### src/rtl/scroll_latch_pkg.sv
package scroll_latch_pkg;
  localparam int ADDR_W = 15;
  localparam int DATA_W = 8;
  localparam int FINE_W = 3;
  localparam int SEL_W  = 2;

  // Field positions inside the staging address
  localparam int CX_LO = 0;
  localparam int CX_HI = 4;
  localparam int CY_LO = 5;
  localparam int CY_HI = 9;
  localparam int NT_LO = 10;
  localparam int NT_HI = 11;
  localparam int FY_LO = 12;
  localparam int FY_HI = ADDR_W - 1;
  localparam int HI_BYTE_W = 6;
  localparam int TOP_BIT = ADDR_W - 1;

  typedef enum logic [SEL_W-1:0] {
    PORT_CTRL = 2'd0,
    PORT_STAT = 2'd1,
    PORT_SCRL = 2'd2,
    PORT_ADDR = 2'd3
  } port_sel_e;

  typedef struct packed {
    logic ctrl_wr;
    logic stat_rd;
    logic scrl_wr;
    logic addr_wr;
  } acc_kind_t;
endpackage

### src/rtl/scroll_access_decode.sv
module scroll_access_decode
  import scroll_latch_pkg::*;
(
  input  logic             valid,
  input  logic [SEL_W-1:0] sel,
  input  logic             write,
  output acc_kind_t        kind
);
  always_comb begin
    kind = '0;
    if (valid) begin
      unique case (port_sel_e'(sel))
        PORT_CTRL: kind.ctrl_wr = write;
        PORT_STAT: kind.stat_rd = ~write;
        PORT_SCRL: kind.scrl_wr = write;
        PORT_ADDR: kind.addr_wr = write;
        default:   kind = '0;
      endcase
    end
  end
endmodule

### src/rtl/scroll_stage_reg.sv
module scroll_stage_reg
  import scroll_latch_pkg::*;
(
  input  logic              clk,
  input  logic              rst_n,
  input  acc_kind_t         kind,
  input  logic              phase,
  input  logic [DATA_W-1:0] data,
  output logic [ADDR_W-1:0] stage_q
);
  logic [ADDR_W-1:0] stage_nx;
  logic              stage_en;

  always_comb begin
    stage_nx = stage_q;
    stage_en = kind.ctrl_wr | kind.scrl_wr | kind.addr_wr;
    if (kind.ctrl_wr)
      stage_nx[NT_HI:NT_LO] = data[1:0];
    if (kind.scrl_wr && !phase)
      stage_nx[CX_HI:CX_LO] = data[DATA_W-1:FINE_W];
    if (kind.scrl_wr && phase) begin
      stage_nx[FY_HI:FY_LO] = data[FINE_W-1:0];
      stage_nx[CY_HI:CY_LO] = data[DATA_W-1:FINE_W];
    end
    if (kind.addr_wr && !phase) begin
      stage_nx[TOP_BIT-1:DATA_W] = data[HI_BYTE_W-1:0];
      stage_nx[TOP_BIT]          = 1'b0;
    end
    if (kind.addr_wr && phase)
      stage_nx[DATA_W-1:0] = data;
  end

  always_ff @(posedge clk or negedge rst_n) begin
    if (!rst_n)        stage_q <= '0;
    else if (stage_en) stage_q <= stage_nx;
  end
endmodule

### src/rtl/scroll_phase_reg.sv
module scroll_phase_reg
  import scroll_latch_pkg::*;
(
  input  logic              clk,
  input  logic              rst_n,
  input  acc_kind_t         kind,
  input  logic [DATA_W-1:0] data,
  output logic              phase_q,
  output logic [FINE_W-1:0] fine_q,
  output logic              stb_q
);
  logic              phase_nx, phase_en;
  logic [FINE_W-1:0] fine_nx;
  logic              fine_en, stb_nx;

  always_comb begin
    phase_en = kind.stat_rd | kind.scrl_wr | kind.addr_wr;
    phase_nx = kind.stat_rd ? 1'b0 : ~phase_q;
    fine_en  = kind.scrl_wr & ~phase_q;
    fine_nx  = data[FINE_W-1:0];
    stb_nx   = kind.addr_wr & phase_q;
  end

  always_ff @(posedge clk or negedge rst_n) begin
    if (!rst_n) begin
      phase_q <= 1'b0;
      fine_q  <= '0;
      stb_q   <= 1'b0;
    end else begin
      if (phase_en) phase_q <= phase_nx;
      if (fine_en)  fine_q  <= fine_nx;
      stb_q <= stb_nx;
    end
  end
endmodule

### src/rtl/scroll_latch_port.sv
module scroll_latch_port
  import scroll_latch_pkg::*;
(
  input  logic              clk,
  input  logic              rst_n,
  input  logic              acc_valid,
  input  logic [SEL_W-1:0]  acc_sel,
  input  logic              acc_write,
  input  logic [DATA_W-1:0] acc_data,
  output logic [ADDR_W-1:0] stage_addr,
  output logic [FINE_W-1:0] fine_x,
  output logic              phase,
  output logic              load_stb,
  output logic [ADDR_W-1:0] load_addr
);
  acc_kind_t kind;

  scroll_access_decode u_dec (
    .valid (acc_valid),
    .sel   (acc_sel),
    .write (acc_write),
    .kind  (kind)
  );

  scroll_stage_reg u_stage (
    .clk     (clk),
    .rst_n   (rst_n),
    .kind    (kind),
    .phase   (phase),
    .data    (acc_data),
    .stage_q (stage_addr)
  );

  scroll_phase_reg u_phase (
    .clk     (clk),
    .rst_n   (rst_n),
    .kind    (kind),
    .data    (acc_data),
    .phase_q (phase),
    .fine_q  (fine_x),
    .stb_q   (load_stb)
  );

  assign load_addr = stage_addr;
endmodule

### config.mk
export PLATFORM = sky130hd
export DESIGN_NAME = scroll_latch_port
export DESIGN_NICKNAME = d
export VERILOG_FILES = /design/src/rtl/scroll_latch_pkg.sv /design/src/rtl/scroll_access_decode.sv /design/src/rtl/scroll_stage_reg.sv /design/src/rtl/scroll_phase_reg.sv /design/src/rtl/scroll_latch_port.sv
export SDC_FILE = /design/constraint.sdc
export NUM_CORES = 1
export LEC_CHECK = 0
export ABC_AREA = 1
export BUFFER_PORTS_ARGS = -buffer_cell sky130_fd_sc_hd__buf_2
export CORE_MARGIN = 10
export CORE_UTILIZATION = 40
export CTS_CLUSTER_DIAMETER = 100
export DETAILED_ROUTE_END_ITERATION = 6
export PLACE_DENSITY_LB_ADDON = 0.05
export SYNTH_ARGS = -nofsm -noshare
export SYNTH_HDL_FRONTEND = slang
export SYNTH_SLANG_ARGS = --single-unit
### constraint.sdc
create_clock -name clk -period 1.5 [get_ports clk]
set_clock_uncertainty 0.05 [all_clocks]
set_input_delay 0.3 -clock clk [delete_from_list [all_inputs] [get_ports clk]]
set_output_delay 0.3 -clock clk [all_outputs]
set_load 0.01 [all_outputs]
==> load_flow_metrics.sql, run 1 <==
INSERT INTO impl_metrics (metric_group, metric, value, unit) VALUES
('status', 'outcome', 'finished clean', ''),
('global_routing', 'grt_max_degree', '21', ''),
('logic_synthesis', 'synth_top_cell_by_area', 'dfrtp_1', ''),
('setup_path', 'critPathKind', 'reg -> out', ''),
('sta', 'number_of_hold_violations_in_the_final_report', '0', ''),
('cells_and_area', 'final_nets', '201', ''),
('job', 'timing.max_cap.violations', '0', ''),
('setup_path', 'critical_path.max_fanout', '8', ''),
('worst_hold_path', 'hold_class', 'in -> reg', ''),
('routing', 'drtIter0Drc', '48', ''),
('logic_synthesis', 'edff_count_synth', '0', ''),
('sta', 'max_freq', '721', 'MHz'),
('clock_tree', 'tritoncts', 'done', ''),
('sta', 'final_period_minus_worst_setup_slack', '1.39', 'ns'),
('logic_synthesis', 'most_instantiated_library_cell_after_synthesis', 'nand2_1', ''),
('power_and_ir_drop', 'share_of_total_power_in_sequential_cells', '0.426', ''),
('power_and_ir_drop', 'p_comb_frac', '0.406', ''),
('logic_synthesis', 'post_synth_inst_count', '149', ''),
('floorplanning', 'rows', '19', ''),
('logic_synthesis', 'synth-simple-area-share', '0.341', ''),
('logic_synthesis', 'synth.cells.most_frequent', 'nand2_1, nand3_1, dfrtp_1', ''),
('floorplanning', 'fp.dieArea', '5470', 'um^2'),
('logic_synthesis', 'async_flop_share', '1.00', ''),
('setup_path', 'worst_setup_path_end_kind', 'output pin', ''),
('logic_synthesis', 'main_combinational_cell_family_by_area_after_synthesis', 'simple AND/OR/NAND/NOR gates', ''),
('sta', 'setup-tns-final', '0', 'ns'),
('floorplanning', 'core_region_area', '2760', 'um^2'),
('cells_and_area', 'layout-drive-gt1-share', '0.344', ''),
('clock_tree', 'cts_hold_buffers', '1', ''),
('routing', 'wl', '2970', 'um'),
('cells_and_area', 'insertedDiodeCount', '0', ''),
('logic_synthesis', 'synth.lib_cells_used.distinct', '18', ''),
('global_routing', 'via_count_of_the_first_global_routing_pass', '1063', ''),
('setup_path', 'worst_setup_path_start_kind', 'flip-flop', ''),
('logic_synthesis', 'sequential_area_share_after_synthesis', '0.430', ''),
('power_and_ir_drop', 'leakage', '0.799', 'nW'),
('power_and_ir_drop', 'switching_share', '0.382', ''),
('global_routing', 'antenna_found_initial', '0', ''),
('global_routing', 'globalRouteTotalUtil', '0.113', ''),
('sta', 'period_share', '0.925', ''),
('floorplanning', 'num_io_pins', '49', ''),
('power_and_ir_drop', 'p_per_cell_area', '1400', 'nW/um^2'),
('floorplanning', 'floorplan.initialDensity', '0.422', ''),
('power_and_ir_drop', 'internal_power', '1.18', 'mW'),
('global_routing', 'global_route_wire_length_before_repair', '4930', 'um'),
('cells_and_area', 'design_area', '1350', 'um^2'),
('logic_synthesis', 'post_synth_top_flop', 'dfrtp_1', ''),
('routing', 'firstDrtPassIters', '4', ''),
('logic_synthesis', 'yosys.area_share.adder', '0', ''),
('sta', 'maxSlewHeadroom', '0.694', ''),
('setup_path', 'cp.required', '1.15', 'ns'),
('clock_tree', 'clockBufferDepth', '2', ''),
('clock_tree', 'cts.sink_count', '20', ''),
('sta', 'setup_repair_after_global_routing_missed_its_margin', 'no', ''),
('routing', 'routedWlPerCell', '13.7', 'um'),
('power_and_ir_drop', 'peak_supply_drop', '983', 'uV'),
('clock_tree', 'cts_inserted_buffers', '3', ''),
('logic_synthesis', 'synthesized_area_fraction_occupied_by_ao_oa_aoi_and_oai_cells', '0.0301', ''),
('logic_synthesis', 'number_of_storage_elements_in_the_synthesis_netlist', '20', ''),
('placed_design', 'place.detailed.hpwl', '2440', 'um'),
('floorplanning', 'die_h', '73.9', 'um'),
('logic_synthesis', 'yosys_warnings', '0', ''),
('clock_tree', 'worst_skew_pair.late_latency', '0.30', 'ns'),
('cells_and_area', 'area_growth', '16.3', '%'),
('logic_synthesis', 'synth_top_area_frac', '0.430', ''),
('floorplanning', 'dieWidth', '73.9', 'um'),
('logic_synthesis', 'xor_and_xnor_area_share_after_synthesis', '0', ''),
('logic_synthesis', 'postSynthAreaPerCell', '7.81', 'um^2'),
('logic_synthesis', 'synth.net_count', '163', ''),
('sta', 'setup_viol_count_final', '0', ''),
('logic_synthesis', 'synth_area', '1160', 'um^2');
final timing paths:
kind	cells past startpoint	endpoint	startpoint	slack [ns]
min reg2reg	2	u_phase.fine_q[2]	u_phase.fine_q[2]	0.45
max in group asynchronous	2	u_stage.stage_q[7]	rst_n	0.68
min in group asynchronous	2	u_phase.stb_q	rst_n	0.41
max	2	phase	u_phase.phase_q	0.11
min	2	u_phase.phase_q	acc_valid	0.14
max reg2reg	5	u_stage.stage_q[1]	u_phase.phase_q	0.31
sequential cells by signal, indices dropped and copies added (netlist names):
register	flops
u_stage.stage_q	15
u_phase.fine_q	3
u_phase.stb_q	1
u_phase.phase_q	1
routing by layer:
metal	vias up	part of all wire	GRT usage
met2	35	0.44	0.170
met1	485	0.45	0.144
li1	535	-	-
met5	-	0	0
met3	5	0.091	0.0386
met4	0	0.015	0.0497
layout make-up:
type / instances / area [um^2] / area share
timing repair buffer: 53 / 280 / 0.207
tap: 31 / 38.8 / 0.0287
inverter: 17 / 66.3 / 0.0490
multi-input combinational: 92 / 432 / 0.319
sequential: 20 / 500 / 0.370
clock buffer: 4 / 36.3 / 0.0268
cells in the final DEF (no fill, tap or decap):
cell type,instances
nand3_1,33
inv_1,13
nand2_1,42
nand3b_1,2
buf_2,48
nor3_1,1
o21ai_0,3
inv_4,1
dfrtp_1,20
clkbuf_4,3
a21oi_1,1
nor3_4,1
nand2_2,2
inv_2,3
buf_4,4
dlygate4sd3_1,1
o21ai_1,3
clkbuf_8,1
nor2_4,1
nor2_1,2
nand4_1,1
power by group through the flow:
stage / combinational, mW / clock, mW / sequential (mW)
2_1_floorplan: 0.510 / 0 / 0.903
3_3_place_gp: 0.795 / 0 / 0.816
3_5_place_dp: 0.800 / 0 / 0.824
4_1_cts: 0.802 / 0.328 / 0.814
5_1_grt: 0.873 / 0.359 / 0.839
6_report: 0.773 / 0.318 / 0.810
critical path, cell delays in order, from the launching register on:
cell     delay, ns
dfrtp_1       0.42
buf_4         0.17
buf_2         0.14
kinds of logic after synthesis:
family                 after synthesis
DFF                                 20
AOI/OAI and AO/OA                    7
buffers and inverters               37
and+or+nand+nor                     85
per-stage QoR:
step / setup WS (ns) / hold slack [ns]
2_1_floorplan: 0.255 / -0.0456
3_3_place_gp: 0.194 / 0.218
3_5_place_dp: 0.174 / 0.230
4_1_cts: 0.0972 / 0.134
5_1_grt: 0.0490 / 0.133
6_report: 0.113 / 0.138
No activity file was read; power rests on OpenSTA's default activity.
==> run 2, diff against run 1 <==
--- a/config.mk
+++ b/config.mk
@@ -8,7 +8,7 @@
 export ABC_AREA = 1
 export BUFFER_PORTS_ARGS = -buffer_cell sky130_fd_sc_hd__buf_2
 export CORE_MARGIN = 10
-export CORE_UTILIZATION = 40
+export CORE_UTILIZATION = 30
 export CTS_CLUSTER_DIAMETER = 100
 export DETAILED_ROUTE_END_ITERATION = 6
 export PLACE_DENSITY_LB_ADDON = 0.05
==> run 2 against run 1 <==
  * Clock power is 28% higher
  * Worst setup slack improved by 0.057 ns
  * Highest routed layer unchanged
  * Global-route usage is 2.0 points lower
  * Sequential power rose by 0.5%
  * Critical path depth unchanged
  * Sequential share of layout area shrank 1.1 points
  * Sequential cell count stayed put
  * Cell count is 7.8% higher
  * Count of clock-buffer cells in the layout stayed put
==> load_flow_metrics.sql, run 2 (synthesis results as in run 1) <==
INSERT INTO impl_metrics (metric_group, metric, value, unit) VALUES
('status', 'outcome', 'finished clean', ''),
('power_and_ir_drop', 'total_power', '1.99', 'mW'),
('global_routing', 'grt.overflow.total', '0', ''),
('clock_tree', 'cts_hold_buffers', '1', ''),
('cells_and_area', 'design_area', '1390', 'um^2'),
('sta', 'number_of_hold_violations_in_the_final_report', '0', ''),
('clock_tree', 'cts.reportedPaths.clkPinSlew', '0.07', 'ns'),
('floorplanning', 'floorplan.initialDensity', '0.313', ''),
('sta', 'fin_worst_hold_slack', '0.198', 'ns'),
('placed_design', 'port_buffers', '48', ''),
('sta', 'final-max-slew-violation-count', '0', ''),
('routing', 'wl_met1', '1400', 'um'),
('cells_and_area', 'largest_registers', 'u_stage.stage_q x15, u_phase.fine_q x3', ''),
('routing', 'met2RoutedLength', '1360', 'um'),
('routing', 'wl', '3130', 'um'),
('routing', 'drtIter0Drc', '75', ''),
('sta', 'period_share', '0.886', ''),
('sta', 'maxSlewHeadroom', '0.689', ''),
('floorplanning', 'fp.dieArea', '6770', 'um^2'),
('cells_and_area', 'layout.area.seq', '500', 'um^2'),
('placed_design', 'postPlaceCellArea', '1330', 'um^2'),
('placed_design', 'place.detailed.hpwl', '2550', 'um'),
('setup_path', 'cp.required', '1.15', 'ns'),
('clock_tree', 'cts_htree_levels', '1', ''),
('routing', 'routed-wl-met3', '354', 'um'),
('global_routing', 'grt_max_degree', '21', ''),
('routing', 'detailroute.via_count', '1054', ''),
('routing', 'firstDrtPassIters', '4', ''),
('floorplanning', 'dieWidth', '82.3', 'um'),
('job', 'timing.max_cap.violations', '0', ''),
('setup_path', 'critPathKind', 'reg -> out', ''),
('power_and_ir_drop', 'p_per_cell_area', '1430', 'nW/um^2'),
('sta', 'final_period_minus_worst_setup_slack', '1.33', 'ns'),
('setup_path', 'worst_setup_path_start_kind', 'flip-flop', ''),
('routing', 'routedWlPerCell', '13.4', 'um'),
('global_routing', 'global_route_wire_length_before_repair', '5040', 'um'),
('sta', 'max_slew.worst_pin.slew', '0.467', 'ns'),
('routing', 'routed_via_density', '4.50', ''),
('cells_and_area', 'share_of_the_core_filled_with_cells', '0.375', ''),
('cells_and_area', 'area_growth', '19.8', '%'),
('clock_tree', 'worst_skew_pair.late_latency', '0.25', 'ns'),
('routing', 'detail_route.drc_violations', '0', ''),
('cells_and_area', 'register_with_the_most_flip_flops', 'u_stage.stage_q', ''),
('floorplanning', 'core_region_area', '3720', 'um^2'),
('clock_tree', 'cts_post_setup_buffers_inserted', '0', ''),
('global_routing', 'via_count_of_the_first_global_routing_pass', '1050', ''),
('sta', 'max_freq', '752', 'MHz'),
('worst_hold_path', 'hold_class', 'in -> reg', ''),
('clock_tree', 'tritoncts', 'done', ''),
('routing', 'routed.top_layer', 'met4', ''),
('cells_and_area', 'multi_input_comb_area', '432', 'um^2'),
('setup_path', 'critical_path.max_fanout', '8', ''),
('floorplanning', 'die_h', '82.3', 'um'),
('power_and_ir_drop', 'leakage', '0.807', 'nW'),
('placed_design', 'gp_congestion', '0.779', ''),
('global_routing', 'globalRouteTotalUtil', '0.0932', ''),
('clock_tree', 'post_cts_resize_count', '0', ''),
('sta', 'setup-tns-final', '0', 'ns'),
('clock_tree', 'cts_inserted_buffers', '3', ''),
('sta', 'setup_repair_after_global_routing_missed_its_margin', 'no', ''),
('cells_and_area', 'final_nets', '201', ''),
('cells_and_area', 'highest_count_cells_in_the_layout_ignoring_fill_and_taps', 'buf_2, nand2_1, nand3_1', ''),
('floorplanning', 'rows', '22', ''),
('sta', 'setup_viol_count_final', '0', ''),
('routing', 'detail-route-antenna-nets', '0', ''),
('clock_tree', 'cts.sink_count', '20', ''),
('setup_path', 'arrival_time_reported_for_the_critical_path_endpoint', '0.98', 'ns'),
('setup_path', 'worst_setup_path_end_kind', 'output pin', ''),
('cells_and_area', 'layout-drive-gt1-share', '0.344', ''),
('cells_and_area', 'largest_register_ffs', '15', ''),
('power_and_ir_drop', 'peak_supply_drop', '565', 'uV'),
('cells_and_area', 'num-fill-cells', '423', ''),
('clock_tree', 'clock_tree_root_driver_cell', 'clkbuf_8', ''),
('clock_tree', 'clockBufferDepth', '2', ''),
('cells_and_area', 'most_common_cell_after_layout_fill_and_taps_aside', 'buf_2', ''),
('setup_path', 'reg2reg_setup_slack', '0.32', 'ns'),
('cells_and_area', 'insertedDiodeCount', '0', ''),
('floorplanning', 'num_io_pins', '49', ''),
('global_routing', 'antenna_found_initial', '0', '');
## run 2: metal layers
layer / global-route usage / vias to the layer above
li1: - / 536
met1: 0.120 / 482
met2: 0.145 / 34
met3: 0.0313 / 2
met4: 0.0255 / 0
met5: 0 / -
## run 2: cell type report
type	count	share of cell area
multi-input combinational	92	0.310
inverter	17	0.0476
tap	48	0.0431
sequential	20	0.359
clock buffer	4	0.0395
timing repair buffer	53	0.201
## run 2: worst paths after layout
| kind | startpoint | endpoint | depth (start not counted) |
|---|---|---|---|
| min reg2reg | u_phase.fine_q[1] | u_phase.fine_q[1] | 2 |
| min | acc_valid | u_phase.phase_q | 2 |
| max reg2reg | u_phase.phase_q | u_stage.stage_q[9] | 4 |
| min in group asynchronous | rst_n | u_stage.stage_q[0] | 2 |
| max | u_phase.phase_q | phase | 2 |
| max in group asynchronous | rst_n | u_stage.stage_q[14] | 2 |
## run 2: stage by stage
step | std cells | setup WS, ns
2_1_floorplan | 149 | 0.255
3_3_place_gp | 229 | 0.165
3_5_place_dp | 229 | 0.132
4_1_cts | 234 | 0.157
5_1_grt | 234 | 0.128
6_report | 234 | 0.170
## run 2: power by group
part           total (mW)  internal (mW)  switching [mW]
Clock               0.406          0.233           0.173
Combinational       0.773          0.324           0.449
Sequential          0.814          0.704           0.110
Total                1.99           1.26           0.732
## run 2: worst max-delay path, cell delays in order, from the launching register on
cell and delay, ns:
dfrtp_1 0.41, buf_4 0.18, buf_2 0.14
